**src/rtl/duo_alu_pkg.sv**
```systemverilog
`timescale 1ns/1ps
package duo_alu_pkg;
  typedef enum logic [3:0] {
    OP_ADD  = 4'd0,
    OP_INC  = 4'd1,
    OP_SUB  = 4'd2,
    OP_SM   = 4'd3,
    OP_SMZ  = 4'd4,
    OP_DEC  = 4'd5,
    OP_AND  = 4'd6,
    OP_OR   = 4'd7,
    OP_XOR  = 4'd8,
    OP_NOT  = 4'd9,
    OP_SHL  = 4'd10,
    OP_SHR  = 4'd11,
    OP_LOAD = 4'd12,
    OP_ROL  = 4'd13,
    OP_ROR  = 4'd14,
    OP_RSVD = 4'd15
  } alu_op_e;

  typedef enum logic [2:0] {
    F_SUM, F_AND, F_OR, F_XOR, F_NOTA, F_PASSB, F_SHL, F_SHR
  } slice_fn_e;

  typedef struct packed {
    logic v;
    logic n;
    logic z;
    logic c;
  } flags_t;
endpackage

```
**src/rtl/duo_alu_decode.sv**
```systemverilog
`timescale 1ns/1ps
module duo_alu_decode
  import duo_alu_pkg::*;
#(
  parameter int W = 8
) (
  input  logic [3:0]   op,
  input  logic [W-1:0] acc,
  input  logic [W-1:0] d,
  output logic [W-1:0] opa,
  output logic [W-1:0] opb,
  output slice_fn_e    fn,
  output logic         lsb_in,
  output logic         msb_in,
  output logic         wr_acc,
  output logic         upd_flags
);
  localparam logic [W-1:0] ONE  = {{(W-1){1'b0}}, 1'b1};
  localparam logic [W-1:0] ONES = {W{1'b1}};

  logic [W-1:0] neg_d;
  logic [W-1:0] neg_acc;

  assign neg_d   = ~d + ONE;
  assign neg_acc = ~acc + ONE;

  always_comb begin
    opa       = acc;
    opb       = d;
    fn        = F_SUM;
    lsb_in    = 1'b0;
    msb_in    = 1'b0;
    wr_acc    = 1'b1;
    upd_flags = 1'b1;
    case (alu_op_e'(op))
      OP_ADD:  ;
      OP_INC:  opb = ONE;
      OP_SUB:  opb = neg_d;
      OP_SM: begin
        opa = d;
        opb = neg_acc;
      end
      OP_SMZ: begin
        opa = '0;
        opb = neg_acc;
      end
      OP_DEC:  opb = ONES;
      OP_AND:  fn = F_AND;
      OP_OR:   fn = F_OR;
      OP_XOR:  fn = F_XOR;
      OP_NOT:  fn = F_NOTA;
      OP_SHL:  fn = F_SHL;
      OP_SHR:  fn = F_SHR;
      OP_LOAD: fn = F_PASSB;
      OP_ROL: begin
        fn        = F_SHL;
        lsb_in    = acc[W-1];
        upd_flags = 1'b0;
      end
      OP_ROR: begin
        fn        = F_SHR;
        msb_in    = acc[0];
        upd_flags = 1'b0;
      end
      default: begin
        fn        = F_PASSB;
        wr_acc    = 1'b0;
        upd_flags = 1'b0;
      end
    endcase
  end
endmodule

```
**src/rtl/duo_alu_slice.sv**
```systemverilog
`timescale 1ns/1ps
module duo_alu_slice
  import duo_alu_pkg::*;
#(
  parameter int SW     = 4,
  parameter bit IS_MSB = 1'b0
) (
  input  slice_fn_e     fn,
  input  logic [SW-1:0] a,
  input  logic [SW-1:0] b,
  input  logic          cin,
  input  logic          sl_in,
  input  logic          sr_in,
  output logic [SW-1:0] r,
  output logic          cout,
  output logic          zero,
  output logic          ovf,
  output logic          sl_out,
  output logic          sr_out
);
  logic [SW:0] sum;

  assign sum = {1'b0, a} + {1'b0, b} + {{SW{1'b0}}, cin};

  always_comb begin
    case (fn)
      F_SUM:   r = sum[SW-1:0];
      F_AND:   r = a & b;
      F_OR:    r = a | b;
      F_XOR:   r = a ^ b;
      F_NOTA:  r = ~a;
      F_PASSB: r = b;
      F_SHL:   r = {a[SW-2:0], sl_in};
      F_SHR:   r = {sr_in, a[SW-1:1]};
      default: r = a;
    endcase
  end

  assign cout   = (fn == F_SUM) && sum[SW];
  assign zero   = ~|r;
  assign sl_out = a[SW-1];
  assign sr_out = a[0];

  generate
    if (IS_MSB) begin : g_top
      assign ovf = (fn == F_SUM) && (a[SW-1] == b[SW-1]) && (sum[SW-1] != a[SW-1]);
    end else begin : g_low
      assign ovf = 1'b0;
    end
  endgenerate
endmodule

```
**src/rtl/duo_alu_flags.sv**
```systemverilog
`timescale 1ns/1ps
module duo_alu_flags
  import duo_alu_pkg::*;
#(
  parameter int FW = 8
) (
  input  logic          clk,
  input  logic          rst_n,
  input  logic          clr,
  input  logic          upd,
  input  flags_t        nxt,
  output logic [FW-1:0] bus
);
  localparam int PAD = FW - $bits(flags_t);

  flags_t q;

  always_ff @(negedge clk or negedge rst_n) begin
    if (!rst_n)   q <= '0;
    else if (clr) q <= '0;
    else if (upd) q <= nxt;
  end

  assign bus = {{PAD{1'b0}}, q};
endmodule

```
**src/rtl/duo_alu.sv**
```systemverilog
`timescale 1ns/1ps
module duo_alu
  import duo_alu_pkg::*;
#(
  parameter int SLICE_W = 4,
  parameter int SLICES  = 2,
  parameter int FLAG_W  = 8
) (
  input  logic                       clk,
  input  logic                       rst_n,
  input  logic                       alu_valid,
  input  logic [3:0]                 alu_op,
  input  logic [SLICE_W*SLICES-1:0]  d_in,
  input  logic                       flag_clr,
  output logic [SLICE_W*SLICES-1:0]  acc_out,
  output logic [FLAG_W-1:0]          flags_out
);
  localparam int W = SLICE_W * SLICES;

  logic [W-1:0] acc_q;
  logic [W-1:0] opa;
  logic [W-1:0] opb;
  logic [W-1:0] result;
  slice_fn_e    fn;
  logic         lsb_in;
  logic         msb_in;
  logic         wr_acc;
  logic         upd_flags;

  logic [SLICES:0]   carry_ch;
  logic [SLICES:0]   sl_ch;
  logic [SLICES:0]   sr_ch;
  logic [SLICES-1:0] zero_w;
  logic [SLICES-1:0] ovf_w;
  flags_t            nxt_flags;
  logic              carry_flag;

  duo_alu_decode #(.W(W)) u_dec (
    .op        (alu_op),
    .acc       (acc_q),
    .d         (d_in),
    .opa       (opa),
    .opb       (opb),
    .fn        (fn),
    .lsb_in    (lsb_in),
    .msb_in    (msb_in),
    .wr_acc    (wr_acc),
    .upd_flags (upd_flags)
  );

  assign carry_ch[0]    = 1'b0;
  assign sl_ch[0]       = lsb_in;
  assign sr_ch[SLICES]  = msb_in;

  generate
    for (genvar i = 0; i < SLICES; i++) begin : g_slice
      duo_alu_slice #(
        .SW     (SLICE_W),
        .IS_MSB (i == SLICES - 1)
      ) u_slice (
        .fn     (fn),
        .a      (opa[i*SLICE_W +: SLICE_W]),
        .b      (opb[i*SLICE_W +: SLICE_W]),
        .cin    (carry_ch[i]),
        .sl_in  (sl_ch[i]),
        .sr_in  (sr_ch[i+1]),
        .r      (result[i*SLICE_W +: SLICE_W]),
        .cout   (carry_ch[i+1]),
        .zero   (zero_w[i]),
        .ovf    (ovf_w[i]),
        .sl_out (sl_ch[i+1]),
        .sr_out (sr_ch[i])
      );
    end
  endgenerate

  always_comb begin
    case (fn)
      F_SUM:   carry_flag = carry_ch[SLICES];
      F_SHL:   carry_flag = sl_ch[SLICES];
      F_SHR:   carry_flag = sr_ch[0];
      default: carry_flag = 1'b0;
    endcase
  end

  assign nxt_flags.c = carry_flag;
  assign nxt_flags.z = &zero_w;
  assign nxt_flags.n = result[W-1];
  assign nxt_flags.v = |ovf_w;

  always_ff @(negedge clk or negedge rst_n) begin
    if (!rst_n)                 acc_q <= '0;
    else if (alu_valid && wr_acc) acc_q <= result;
  end

  duo_alu_flags #(.FW(FLAG_W)) u_flags (
    .clk   (clk),
    .rst_n (rst_n),
    .clr   (flag_clr),
    .upd   (alu_valid && upd_flags),
    .nxt   (nxt_flags),
    .bus   (flags_out)
  );

  assign acc_out = acc_q;
endmodule

```
**config.mk**
```make
export PLATFORM = sky130hd
export DESIGN_NAME = duo_alu
export DESIGN_NICKNAME = d
export VERILOG_FILES = /design/src/rtl/duo_alu_pkg.sv /design/src/rtl/duo_alu_decode.sv /design/src/rtl/duo_alu_slice.sv /design/src/rtl/duo_alu_flags.sv /design/src/rtl/duo_alu.sv
export SDC_FILE = /design/constraint.sdc
export NUM_CORES = 1
export LEC_CHECK = 0
export BUFFER_PORTS_ARGS = -buffer_cell sky130_fd_sc_hd__buf_2
export CORE_ASPECT_RATIO = 0.6
export CORE_MARGIN = 2
export CORE_UTILIZATION = 40
export DETAILED_ROUTE_END_ITERATION = 12
export HOLD_SLACK_MARGIN = 0.1
export SYNTH_ARGS = -nofsm -noshare
export SYNTH_HDL_FRONTEND = slang
export SYNTH_HIERARCHICAL = 1
export SYNTH_SLANG_ARGS = --single-unit
```
**constraint.sdc**
```tcl
create_clock -name clk -period 7.1 [get_ports clk]
set_clock_uncertainty 0.2 [all_clocks]
set_input_delay 0.355 -clock clk [delete_from_list [all_inputs] [get_ports clk]]
set_output_delay 0.355 -clock clk [all_outputs]
set_load 0.02 [all_outputs]
```
======== After elaboration in Yosys (flattened, before gate mapping) ========
Cells that the tools add are included.
cells by class
  add/subtract/negate cells ............... 5
  equality and inequality tests ........... 23
  muxes and demuxes ....................... 12
  bitwise operators ....................... 10
  reductions and logical operators ........ 20
operator list
  cell                                            number
  one-hot mux 4 bit (8 select lines)              2
  one-hot mux 8 bit (4 select lines)              1
  == test 4 bit (second input constant)           7
  one-hot mux 3 bit (7 select lines)              1
  adder 8 x 1 -> 8 bit (second input constant)    2
  == test 4 x 3 -> 1 bit (second input constant)  4
  NOT 8 bit                                       2
  one-hot mux 8 bit (2 select lines)              1
  OR reduction 15 bit                             1
  OR reduction 13 bit                             1
  == test 3 bit (second input constant)           4
  adder 4 x 4 -> 5 bit                            2
  bitwise AND 4 bit                               2
  == test 4 x 2 -> 1 bit (second input constant)  2
  2-to-1 mux 4 bit                                2
  NOT 4 bit                                       2
  bitwise OR 4 bit                                2
  OR reduction 4 bit                              2
  XOR 4 bit                                       2
  == test 3 x 2 -> 1 bit (second input constant)  2
  logical AND 1 bit                               6
  OR reduction 2 bit                              3
  OR reduction 6 bit                              1
  adder 5 x 1 -> 5 bit                            1
  11 further kinds                                15
word-level totals
  register bits after elaboration ......... 12
  bits of input ports ..................... 16
  output and inout bits ................... 16
  logic and storage cells ................. 75

======== Longest topological paths before layout ========
  word-level depth ........................ 12
  gate-level depth with buffers ........... 25
  depth with buffers taken out ............ 22

======== By module ========
Netlist, hierarchy kept.
modules (own cells, without submodules)
  module                              times used  cells each  area each (µm²)
  duo_alu_decode                      1           159         983.4
  duo_alu_slice (g_slice[0].u_slice)  1           84          618.1
  duo_alu_slice (g_slice[1].u_slice)  1           81          605.6
  duo_alu                             1           25          349.1
  duo_alu_flags                       1           18          193.9

==> results by group <==
Outcome
  • Status: finished with violations
  • Violated checks: negative setup slack

Worst setup path
  • Crit path max fanout: 5
  • Data required time of the worst path: 3.48 ns
  • R2R cell count: 20
  • R2R Setup Slk: between 2 and 3 ns
  • Crit Path Category: input port to register
  • Worst setup EP type: register
  • Critical path launch point type: input port
  • Worst path arrival time: 3.96 ns

Timing
  • Final setup margin: -0.483 ns
  • RSZ-0062 raised after global routing: yes
  • Relative slew slack: a little under three fifths
  • Final Hold Vio Count: 0
  • Worst-Margin Slew: about 0.64 ns
  • Final setup fails: 9
  • Slew Viols, Final: 0
  • Setup TNS: -2.91 ns

Finish
  • Most frequent cells in the layout: 104 x buf_4, 36 x nor2_1, 24 x inv_1, 24 x a21oi_1, 23 x buf_2
  • Nets: approximately 510
  • Most common cell after layout, fill and taps aside: buf_4
  • Final Instance Count excl. Fillers: ~560
  • Layout area overhead: 47.2%
  • Fillers: approximately 600
  • Share of cells above drive strength 1: between 40% and 50%
  • Diodes inserted: 0
  • Final core utilization: 60.6%

Yosys
  • Yosys reg bits: 12
  • Synth Instances: 367
  • Synth Area in XOR/XNOR: under 10%
  • Largest family of logic cells by synthesized area: compound AO/OA/AOI/OAI gates
  • Post-Synth Adder-Cell Area: just over 10%
  • Async set-or-reset flop fraction in the synthesized netlist: between 90% and 100%
  • Synth Cell Area: 0.00275 mm^2
  • Main synth FF type: dfrtn_1
  • YS warnings: 6
  • Sequential area share after synthesis: between 10% and 20%
  • Cell taking the most area after synthesis: dfrtn_1
  • Synth unique cells: between 70 and 80
  • Syn Area/Cell: about 7.5 um^2
  • Post-synthesis simple-gate area fraction: around a quarter
  • Post-synthesis mux area share: approximately 8.4%
  • Synth top area share: 10.9%
  • Area contributors post-synth: dfrtn_1 11%, ha_1 7.3%, nor2_1 5.3%, a21oi_1 4.9%, mux2i_1 4.7%
  • Synth Area in Compound Gates: approximately 28%
  • EDFF count, synth: 0

Global route
  • Initial antenna violation count: 1
  • GRT overflow: 0
  • GRT Total Usage: around a quarter
  • Vias in the first global route: between 3000 and 4000
  • Global-route wire length before repair: 15200 um
  • Maximum number of pins on one net before global-route repair: 41

Routing
  • DRC: 0
  • DRT iter0 DRCs: 232
  • Final WL: 9480 um
  • WL per Instance: roughly 17 um
  • Via count: between 3000 and 4000
  • DR pass1 iterations: 5
  • Avg Vias per Cell: 5.70
  • Post-route ant nets: 0

Die
  • Core footprint: approximately 0.0067 mm^2
  • Die H: around 70 um
  • Io pins: 32
  • Die footprint: around 0.0076 mm^2
  • Initial core utilization: around two fifths
  • Die Wd: 111 um
  • # rows: 23

Clock network
  • Clock latency on the worst-skew pair: around 0.28 ns
  • CTS Sinks: 12
  • Clk root buf: clkbuf_16
  • Num CTS Buffers: 3
  • Max clock buf depth: 2
  • Clock slew at reported path FFs: about 0.040 ns
  • CTS tree: done
  • H-tree depth: 1

Run
  • Max Cap Violations: 0

Place
  • GPL Wtd Cong: ~0.94
  • Port Buf Inserts: 27
  • Hpwl dp: roughly 7000 um
  • DP Cell Count: 536

Power and ir drop
  • PwrDens: around 230 mW/mm^2
  • Overall Power: about 950 uW
  • Worst VDD drop: roughly 0.17 mV
  • Leakage: approximately 0.0019 uW

Worst hold path
  • Hold Crit Class: register to register
  • Hold Crit Depth: 2
==> flip-flops by register name (all words and copies together) (netlist names) <==
signal       count
acc_out          8
u_flags/bus      4
==> Yosys cell counts (8+ instances only) <==
library cell and n:
nor2_1 39, inv_1 28, a21oi_1 27, nand2_1 23
ha_1 16, o21ai_0 15, mux2i_1 13, o22ai_1 13
dfrtn_1 12, nor3_1 11, buf_4 10, mux2_2 9
buf_6 8
==> layer usage <==
metal  share of wire [%]  wire (um)  vias up  track usage [%]
li1                    -          -     1543                -
met1                  49       4620     1511             36.7
met3                 8.6        819        4             6.73
met4                0.22         21        0             2.47
met2                  42       4020      137             39.3
met5                   0          0        -                0
==> worst max-delay path, cell delays in order <==
cell and delay (ns):
buf_8 0.10, nand2b_4 0.15, a211oi_4 0.22, buf_6 0.16, buf_4 0.12, o221ai_2 0.11
and3_4 0.23, o22a_1 0.23, nor3_4 0.17, inv_2 0.07, ha_4 0.22, a21o_1 0.18
a21oi_2 0.11, nor2_1 0.05, inv_1 0.06, fa_2 0.22, inv_2 0.05, fa_2 0.39
xor2_1 0.17, o32a_1 0.20, nor4_2 0.06, and2_1 0.16, mux2i_1 0.13, nor2_1 0.05
==> what timing repair did <==
item                       CTS  global route
pin swaps                   17            16
resized for setup           19            37
buffers inserted            12             9
setup endpoints to repair    8            11
hold buffers                 0             0
==> cell type report <==
cell class | instances | area, um^2 | share of cell area, %
multi-input cells | 293 | 2440 | 60.3
repair buffers | 136 | 1000 | 24.7
flip-flops and latches | 12 | 300 | 7.42
inverters | 29 | 109 | 2.69
well taps | 87 | 109 | 2.69
clock buffers | 4 | 88.8 | 2.19
==> path summary, 6_finish.rpt <==
path,start,end
worst max-delay path,alu_op[2],u_flags/bus[1]
worst max register to register,acc_out[0],u_flags/bus[1]
max in group asynchronous,rst_n,u_flags/bus[0]
worst min-delay path,u_flags/bus[0],u_flags/bus[0]
worst min register to register,u_flags/bus[0],u_flags/bus[0]
min in group asynchronous,rst_n,acc_out[1]
==> logic make-up (layout without fill, tap and decap cells) <==
kind of cell               after synthesis  count (layout)
AOI/OAI and AO/OA                      109             109
muxes                                   22              22
adders and majority gates               20              20
xor gates and xnor gates                10              10
DFF                                     12              12
buffers and inverters                   65             169
and+or+nand+nor                        126             126
other                                    3               6
==> where the power goes <==
part | switching [uW] | internal, uW
Sequential | 49.9 | 91.9
Combinational | 351 | 335
Clock | 35.6 | 85.5
Total | 437 | 513
==> through the flow <==
step | worst slack [ns] | instance area [um^2] | hold WS (ns)
after floorplan | -0.533 | 2900 | 0.391
after global placement | -0.924 | 3510 | 0.263
after detailed placement | -1.03 | 3510 | 0.268
after CTS | -0.528 | 3800 | 0.277
after global routing | -0.632 | 4050 | 0.326
final | -0.483 | 4050 | 0.276
Note: power is estimated with default switching activity, not from simulation.
